## src/rtl/twc_pkg.sv

```systemverilog
package twc_pkg;
  localparam int TWC_ADDR_CTRL   = 0;
  localparam int TWC_ADDR_TOGGLE = 1;
  localparam int TWC_ADDR_PERIOD = 2;
  localparam int TWC_ADDR_STATUS = 3;
  localparam int TWC_ADDR_COUNT  = 4;

  localparam int TWC_BIT_RUN   = 0;
  localparam int TWC_BIT_LEVEL = 1;
  localparam int TWC_BIT_EN_T  = 2;
  localparam int TWC_BIT_EN_P  = 3;

  localparam int TWC_NUM_CMP = 2;
  localparam int TWC_IDX_T   = 0;
  localparam int TWC_IDX_P   = 1;

  typedef struct packed {
    logic en_p;
    logic en_t;
    logic level;
    logic run;
  } twc_ctrl_t;
endpackage

```

## src/rtl/twc_regs.sv

```systemverilog
module twc_regs
  import twc_pkg::*;
#(
  parameter int CNT_W  = 24,
  parameter int ADDR_W = 3,
  parameter int DATA_W = 32
) (
  input  logic                   clk,
  input  logic                   rst_n,
  input  logic                   bus_wr,
  input  logic [ADDR_W-1:0]      bus_addr,
  input  logic [DATA_W-1:0]      bus_wdata,
  output logic [DATA_W-1:0]      bus_rdata,
  input  logic [CNT_W-1:0]       count,
  input  logic [TWC_NUM_CMP-1:0] flags,
  output twc_ctrl_t              ctrl,
  output logic [CNT_W-1:0]       cmp_toggle,
  output logic [CNT_W-1:0]       cmp_period,
  output logic                   start,
  output logic                   start_level,
  output logic [TWC_NUM_CMP-1:0] sw_clr
);
  localparam int PAD_CNT = DATA_W - CNT_W;
  localparam int PAD_CTL = DATA_W - $bits(twc_ctrl_t);
  localparam int PAD_FLG = DATA_W - TWC_NUM_CMP;

  logic sel_ctrl, sel_tog, sel_per, sel_stat;
  twc_ctrl_t ctrl_d;
  logic [CNT_W-1:0] tog_d, per_d;
  logic unused_wdata;

  assign sel_ctrl = bus_wr && (bus_addr == ADDR_W'(TWC_ADDR_CTRL));
  assign sel_tog  = bus_wr && (bus_addr == ADDR_W'(TWC_ADDR_TOGGLE));
  assign sel_per  = bus_wr && (bus_addr == ADDR_W'(TWC_ADDR_PERIOD));
  assign sel_stat = bus_wr && (bus_addr == ADDR_W'(TWC_ADDR_STATUS));
  assign unused_wdata = ^bus_wdata[DATA_W-1:CNT_W];

  assign start       = sel_ctrl && bus_wdata[TWC_BIT_RUN] && !ctrl.run;
  assign start_level = bus_wdata[TWC_BIT_LEVEL];

  generate
    for (genvar i = 0; i < TWC_NUM_CMP; i++) begin : g_clr
      assign sw_clr[i] = sel_stat && !bus_wdata[i];
    end
  endgenerate

  always_comb begin
    ctrl_d = ctrl;
    tog_d  = cmp_toggle;
    per_d  = cmp_period;
    if (sel_ctrl) begin
      ctrl_d.run   = bus_wdata[TWC_BIT_RUN];
      ctrl_d.level = bus_wdata[TWC_BIT_LEVEL];
      ctrl_d.en_t  = bus_wdata[TWC_BIT_EN_T];
      ctrl_d.en_p  = bus_wdata[TWC_BIT_EN_P];
    end
    if (sel_tog) tog_d = bus_wdata[CNT_W-1:0];
    if (sel_per) per_d = bus_wdata[CNT_W-1:0];
  end

  always_ff @(posedge clk or negedge rst_n) begin
    if (!rst_n) begin
      ctrl       <= '0;
      cmp_toggle <= '0;
      cmp_period <= '0;
    end else begin
      if (sel_ctrl) ctrl       <= ctrl_d;
      if (sel_tog)  cmp_toggle <= tog_d;
      if (sel_per)  cmp_period <= per_d;
    end
  end

  always_comb begin
    unique case (bus_addr)
      ADDR_W'(TWC_ADDR_CTRL):   bus_rdata = {{PAD_CTL{1'b0}}, ctrl};
      ADDR_W'(TWC_ADDR_TOGGLE): bus_rdata = {{PAD_CNT{1'b0}}, cmp_toggle};
      ADDR_W'(TWC_ADDR_PERIOD): bus_rdata = {{PAD_CNT{1'b0}}, cmp_period};
      ADDR_W'(TWC_ADDR_STATUS): bus_rdata = {{PAD_FLG{1'b0}}, flags};
      ADDR_W'(TWC_ADDR_COUNT):  bus_rdata = {{PAD_CNT{1'b0}}, count};
      default:                  bus_rdata = '0;
    endcase
  end

  // a start strobe only appears while stopped, and run is set afterwards
  assert_start_sets_run_R4: assert property (@(posedge clk) disable iff (!rst_n)
    start |=> ctrl.run);
endmodule

```

## src/rtl/twc_core.sv

```systemverilog
module twc_core #(
  parameter int CNT_W = 24
) (
  input  logic             clk,
  input  logic             rst_n,
  input  logic             run,
  input  logic             tick,
  input  logic             start,
  input  logic             start_level,
  input  logic [CNT_W-1:0] cmp_toggle,
  input  logic [CNT_W-1:0] cmp_period,
  output logic [CNT_W-1:0] count,
  output logic             wave,
  output logic             hit_toggle,
  output logic             hit_period
);
  logic [CNT_W-1:0] cnt_q, cnt_d;
  logic             ff_q, ff_d;
  logic             step, eq_t, eq_p, clk_en;

  assign step       = run && tick && !start;
  assign eq_t       = (cnt_q == cmp_toggle);
  assign eq_p       = (cnt_q == cmp_period);
  assign hit_period = step && eq_p;
  assign hit_toggle = step && eq_t && !eq_p;
  assign clk_en     = start || step;

  always_comb begin
    cnt_d = cnt_q;
    ff_d  = ff_q;
    if (start) begin
      cnt_d = '0;
      ff_d  = start_level;
    end else if (hit_period) begin
      cnt_d = '0;
      ff_d  = !ff_q;
    end else if (step) begin
      cnt_d = cnt_q + CNT_W'(1);
      if (hit_toggle) ff_d = !ff_q;
    end
  end

  always_ff @(posedge clk or negedge rst_n) begin
    if (!rst_n) begin
      cnt_q <= '0;
      ff_q  <= 1'b0;
    end else if (clk_en) begin
      cnt_q <= cnt_d;
      ff_q  <= ff_d;
    end
  end

  assign count = cnt_q;
  assign wave  = ff_q;

  assert_hold_idle_R1: assert property (@(posedge clk) disable iff (!rst_n)
    (!start && !(run && tick)) |=> ($stable(count) && $stable(wave)));
  assert_toggle_flip_R2: assert property (@(posedge clk) disable iff (!rst_n)
    hit_toggle |=> (wave != $past(wave)) && (count == $past(count) + CNT_W'(1)));
  assert_period_clear_R3: assert property (@(posedge clk) disable iff (!rst_n)
    hit_period |=> (count == '0) && (wave != $past(wave)));
  assert_start_load_R4: assert property (@(posedge clk) disable iff (!rst_n)
    start |=> (count == '0) && (wave == $past(start_level)));
endmodule

```

## src/rtl/twc_flags.sv

```systemverilog
module twc_flags #(
  parameter int NUM = 2
) (
  input  logic           clk,
  input  logic           rst_n,
  input  logic [NUM-1:0] hw_set,
  input  logic [NUM-1:0] sw_clr,
  input  logic [NUM-1:0] enable,
  output logic [NUM-1:0] flags,
  output logic           irq_n
);
  logic [NUM-1:0] flag_q, flag_d;

  generate
    for (genvar i = 0; i < NUM; i++) begin : g_flag
      assign flag_d[i] = hw_set[i] || (flag_q[i] && !sw_clr[i]);

      always_ff @(posedge clk or negedge rst_n) begin
        if (!rst_n) flag_q[i] <= 1'b0;
        else        flag_q[i] <= flag_d[i];
      end

      assert_set_wins_R8: assert property (@(posedge clk) disable iff (!rst_n)
        hw_set[i] |=> flags[i]);
      assert_flag_hold_R7: assert property (@(posedge clk) disable iff (!rst_n)
        (!hw_set[i] && !sw_clr[i]) |=> (flags[i] == $past(flags[i])));
    end
  endgenerate

  assign flags = flag_q;
  assign irq_n = !(|(flag_q & enable));
endmodule

```

## src/rtl/twc_pulse_gen.sv

```systemverilog
module twc_pulse_gen
  import twc_pkg::*;
#(
  parameter int CNT_W  = 24,
  parameter int ADDR_W = 3,
  parameter int DATA_W = 32
) (
  input  logic              clk,
  input  logic              rst_n,
  input  logic              bus_wr,
  input  logic [ADDR_W-1:0] bus_addr,
  input  logic [DATA_W-1:0] bus_wdata,
  output logic [DATA_W-1:0] bus_rdata,
  input  logic              cnt_tick,
  output logic              pwm_out,
  output logic              irq_n
);
  logic [1:0] rst_sync_q;
  logic       rst_int_n;

  always_ff @(posedge clk or negedge rst_n) begin
    if (!rst_n) rst_sync_q <= 2'b00;
    else        rst_sync_q <= {rst_sync_q[0], 1'b1};
  end
  assign rst_int_n = rst_sync_q[1];

  twc_ctrl_t              ctrl;
  logic [CNT_W-1:0]       cmp_toggle, cmp_period, count;
  logic                   start, start_level, hit_t, hit_p;
  logic [TWC_NUM_CMP-1:0] sw_clr, hw_set, flags, enables;

  assign hw_set[TWC_IDX_T]  = hit_t;
  assign hw_set[TWC_IDX_P]  = hit_p;
  assign enables[TWC_IDX_T] = ctrl.en_t;
  assign enables[TWC_IDX_P] = ctrl.en_p;

  twc_regs #(.CNT_W(CNT_W), .ADDR_W(ADDR_W), .DATA_W(DATA_W)) u_regs (
    .clk(clk), .rst_n(rst_int_n),
    .bus_wr(bus_wr), .bus_addr(bus_addr), .bus_wdata(bus_wdata), .bus_rdata(bus_rdata),
    .count(count), .flags(flags), .ctrl(ctrl),
    .cmp_toggle(cmp_toggle), .cmp_period(cmp_period),
    .start(start), .start_level(start_level), .sw_clr(sw_clr)
  );

  twc_core #(.CNT_W(CNT_W)) u_core (
    .clk(clk), .rst_n(rst_int_n), .run(ctrl.run), .tick(cnt_tick),
    .start(start), .start_level(start_level),
    .cmp_toggle(cmp_toggle), .cmp_period(cmp_period),
    .count(count), .wave(pwm_out), .hit_toggle(hit_t), .hit_period(hit_p)
  );

  twc_flags #(.NUM(TWC_NUM_CMP)) u_flags (
    .clk(clk), .rst_n(rst_int_n), .hw_set(hw_set), .sw_clr(sw_clr),
    .enable(enables), .flags(flags), .irq_n(irq_n)
  );
endmodule

```

## config.mk

```make
export PLATFORM = sky130hd
export DESIGN_NAME = twc_pulse_gen
export DESIGN_NICKNAME = d
export VERILOG_FILES = /design/src/rtl/twc_pkg.sv /design/src/rtl/twc_regs.sv /design/src/rtl/twc_core.sv /design/src/rtl/twc_flags.sv /design/src/rtl/twc_pulse_gen.sv
export SDC_FILE = /design/constraint.sdc
export NUM_CORES = 1
export LEC_CHECK = 0
export ABC_AREA = 1
export BUFFER_PORTS_ARGS = -buffer_cell sky130_fd_sc_hd__buf_2
export CORE_MARGIN = 2
export CORE_UTILIZATION = 38
export DETAILED_ROUTE_END_ITERATION = 8
export GPL_ROUTABILITY_DRIVEN = 1
export PLACE_DENSITY = 0.54
export SYNTH_ARGS = -nofsm -noshare
export SYNTH_HDL_FRONTEND = slang
export SYNTH_SLANG_ARGS = --single-unit
```

## constraint.sdc

```tcl
create_clock -name clk -period 4.5 [get_ports clk]
set_input_delay 0.9 -clock clk [delete_from_list [all_inputs] [get_ports clk]]
set_output_delay 0.9 -clock clk [all_outputs]
set_load 0.05 [all_outputs]
```

==> impl_metrics.xml <==
<?xml version="1.0" encoding="UTF-8"?>
<metrics>
  <group name="run_status">
    <metric name="run_status" unit="">completed</metric>
  </group>
  <group name="synthesis">
    <metric name="ys_seq_elements" unit="">81</metric>
    <metric name="synth_cells" unit="">714</metric>
    <metric name="seq_area_frac_synth" unit="%">40.20</metric>
    <metric name="synthesis.area" unit="sq um">5042</metric>
    <metric name="ys.warnings.count" unit="">0</metric>
    <metric name="ys_types" unit="">36</metric>
    <metric name="syn_area_per_cell" unit="sq um">7.062</metric>
  </group>
  <group name="global_route">
    <metric name="grt_antenna_before_repair" unit="">0</metric>
    <metric name="grt_start_max_net_pins" unit="">80</metric>
    <metric name="grt_pass1_vias" unit="">4550</metric>
    <metric name="grt_overflow_total" unit="">0</metric>
    <metric name="grt_pass1_wl" unit="um">23660</metric>
    <metric name="global_route.usage.total" unit="%">21.57</metric>
  </group>
  <group name="drt">
    <metric name="route.detailed.wl_per_inst" unit="um">15.35</metric>
    <metric name="drt_iter0_drc" unit="">350</metric>
    <metric name="drt-total-wl" unit="um">14350</metric>
    <metric name="drt-vias-per-instance" unit="">4.958</metric>
    <metric name="ant_nets" unit="">0</metric>
    <metric name="final_routed_drc_violation_total" unit="">0</metric>
    <metric name="vias" unit="">4636</metric>
    <metric name="first_pass_iters" unit="">6</metric>
  </group>
  <group name="finish">
    <metric name="drive_gt1_share" unit="%">11.86</metric>
    <metric name="multi_input_comb_area" unit="sq um">2432</metric>
    <metric name="areaGrowthSynthToFinish" unit="%">12.31</metric>
    <metric name="diodes" unit="">0</metric>
    <metric name="final-seq-area" unit="sq um">2031</metric>
    <metric name="final_cell_count_no_fill" unit="">935</metric>
    <metric name="mostFrequentLayoutCell" unit="">sky130_fd_sc_hd__nand2_1</metric>
    <metric name="finish.net_count" unit="">795</metric>
    <metric name="utilization" unit="%">43.28</metric>
    <metric name="num-fill-cells" unit="">1337</metric>
    <metric name="mostFrequentLayoutCells" unit="">sky130_fd_sc_hd__nand2_1 (236), sky130_fd_sc_hd__inv_1 (106), sky130_fd_sc_hd__dfrtp_1 (80)</metric>
  </group>
  <group name="pwr">
    <metric name="pwr_density_cell" unit="nW/um^2">454.9</metric>
    <metric name="irDropWorstVdd" unit="mV">0.2252</metric>
    <metric name="cellLeakagePower" unit="nW">2.836</metric>
    <metric name="total_power" unit="mW">2.576</metric>
  </group>
  <group name="clock_tree">
    <metric name="cts.hold.buffers_added" unit="">0</metric>
    <metric name="worst_setup_hold_path_clk_slew" unit="ns">0.05</metric>
    <metric name="cts.root.buffer_cell" unit="">sky130_fd_sc_hd__clkbuf_16</metric>
    <metric name="tritoncts.num_buffers" unit="">9</metric>
    <metric name="clock_sink_count" unit="">81</metric>
    <metric name="cts_tree" unit="">yes</metric>
    <metric name="clkLatencyLatePin" unit="ns">0.34</metric>
    <metric name="ctsResizeCount" unit="">0</metric>
    <metric name="cts-root-to-sink-buffers" unit="">2</metric>
    <metric name="ctsHtreeMaxLevel" unit="">3</metric>
    <metric name="cts_post_setup_buffers_inserted" unit="">0</metric>
  </group>
  <group name="placed_design">
    <metric name="placement.io_buffers" unit="">56</metric>
    <metric name="detailedPlace.worstSlack" unit="ns">1.081</metric>
    <metric name="place_inst" unit="">920</metric>
    <metric name="hpwlAfterDp" unit="um">10740</metric>
    <metric name="routabilityCongestion" unit="">0.9109</metric>
  </group>
  <group name="run">
    <metric name="cap_viol_max_count" unit="">0</metric>
  </group>
  <group name="die">
    <metric name="die_height" unit="um">119.2</metric>
    <metric name="placeableCoreArea" unit="sq um">13090</metric>
    <metric name="dieArea" unit="sq um">14210</metric>
    <metric name="initial_utilization" unit="%">38.54</metric>
    <metric name="row_count" unit="">42</metric>
    <metric name="design.portCount" unit="">73</metric>
    <metric name="die_w" unit="um">119.2</metric>
  </group>
  <group name="sta">
    <metric name="slew-limit-headroom" unit="%">30.99</metric>
    <metric name="timing.fmax" unit="GHz">0.2900</metric>
    <metric name="fraction_of_the_cycle_the_final_worst_path_needs" unit="%">76.64</metric>
    <metric name="grt_setup_unrepaired" unit="">no</metric>
    <metric name="finalSetupViolCount" unit="">0</metric>
    <metric name="worst_tran_pin_value" unit="ns">1.035</metric>
    <metric name="final_max_slew_viol_count" unit="">0</metric>
    <metric name="fin_ws" unit="ns">1.051</metric>
    <metric name="finalHoldViolations" unit="">0</metric>
    <metric name="final_period_minus_worst_setup_slack" unit="ns">3.449</metric>
    <metric name="fin_skew" unit="ns">0.007764</metric>
    <metric name="setup_total_negative_slack" unit="ns">0</metric>
  </group>
  <group name="setup_path">
    <metric name="cp.arrival" unit="ns">2.55</metric>
    <metric name="setup.worst_path.class" unit="">in2out</metric>
    <metric name="startpoint_type" unit="">primary input</metric>
    <metric name="critPathMaxFanout" unit="">22</metric>
    <metric name="worstPathRequired" unit="ns">3.60</metric>
    <metric name="timing.critical_path.to_type" unit="">output pin</metric>
  </group>
  <group name="min_path">
    <metric name="hold_path_class" unit="">in2async</metric>
  </group>
</metrics>
## cells in the mapped netlist (all sizes together)
cell type  count  area, sq um
nand2        239        904.6
inv          110        412.9
dfrtp         81         2027
o21ai         61        305.3
nor2          60        254.0
buf           24        146.4
xor2          24        210.2
nor3          19        116.4
o221ai        16        140.1
nand3         15        105.1
clkbuf        12        50.05
nand4         12        75.07
xnor2         10        87.58
o22ai          8        50.05
a21oi          6        30.03
o211ai         6        45.04
a31oi          3        18.77
conb           2        7.510
o2111ai        2        17.52
a221oi         1        8.760
ha             1        12.51
mux2i          1        10.01
o21a           1        7.510
## critical path: stages
cell and delay [ns]:
sky130_fd_sc_hd__buf_2 0.10, sky130_fd_sc_hd__inv_2 0.07, sky130_fd_sc_hd__nand2_1 0.06, sky130_fd_sc_hd__nor2_1 0.05, sky130_fd_sc_hd__inv_1 0.61, sky130_fd_sc_hd__o22ai_1 0.13, sky130_fd_sc_hd__a221oi_1 0.26, sky130_fd_sc_hd__o21ai_0 0.13
sky130_fd_sc_hd__buf_2 0.23
## where the power goes
group,internal (mW),leakage [nW],total [mW],switching [mW]
clock,0.384,0.128,0.664,0.280
combinational,0.279,1.67,0.798,0.519
sequential,0.876,1.03,1.11,0.238
total,1.54,2.84,2.58,1.04
## path summary, 6_finish.rpt
kind | from | slack, ns | cells past startpoint | end
min in group clk | rst_sync_q[0]$_DFF_PN0_ | 0.36 | 0 | rst_sync_q[1]$_DFF_PN0_
max in group asynchronous | rst_sync_q[1]$_DFF_PN0_ | 3.31 | 0 | u_core.count[14]$_DFFE_PN0P_
hold reg to reg | rst_sync_q[0]$_DFF_PN0_ | 0.36 | 0 | rst_sync_q[1]$_DFF_PN0_
hold / removal | rst_n | 0.33 | 1 | rst_sync_q[1]$_DFF_PN0_
setup reg to reg | u_core.count[8]$_DFFE_PN0P_ | 2.43 | 9 | u_core.count[17]$_DFFE_PN0P_
setup / recovery | bus_addr[1] | 1.05 | 9 | bus_rdata[0]
## area by class of cell
cell class | instances | area share, %
inverters | 110 | 7.291
repair buffers | 59 | 5.347
flip-flops and latches | 81 | 35.86
clock buffers | 12 | 4.353
clock inverters | 3 | 0.3093
multi-input cells | 494 | 42.95
well taps | 176 | 3.889
## flip-flops by register name, summed over array words and instances, names as in the netlist
signal	flops
u_flags.flags	2
u_regs.cmp_period	24
rst_sync_q	2
u_regs.cmp_toggle	24
u_core.count	24
u_core.wave	1
u_regs.ctrl	4
## cell families (layout without fill, tap and decap cells)
group	Yosys count	in the layout	synth area share, %
buffers and inverters	146	184	12.08
other	2	9	0.1489
flip-flops	81	81	40.20
AND/OR/NAND/NOR	345	345	28.86
multiplexers	1	1	0.1985
AO/OA/AOI/OAI	104	104	12.36
XOR/XNOR	34	34	5.906
adder cells (fa/ha/maj)	1	1	0.2481
## per-stage QoR
| stage | hold slack [ns] | area, sq um |
|---|---|---|
| 5_1_grt | 0.3256 | 5663 |
| 3_5_place_dp | 0.3371 | 5399 |
| 3_3_place_gp | 0.3417 | 5399 |
| 4_1_cts | 0.3242 | 5663 |
| 6_report | 0.3318 | 5663 |
| 2_1_floorplan | 0.3312 | 5069 |
## routing by layer
| layer | part of all wire [%] | global-route usage (%) |
|---|---|---|
| met2 | 43 | 31.97 |
| met3 | 4.8 | 3.065 |
| met4 | 2.4 | 8.705 |
| met1 | 49 | 31.58 |
| met5 | 0 | 0 |
No activity file was read; power rests on OpenSTA's default activity.
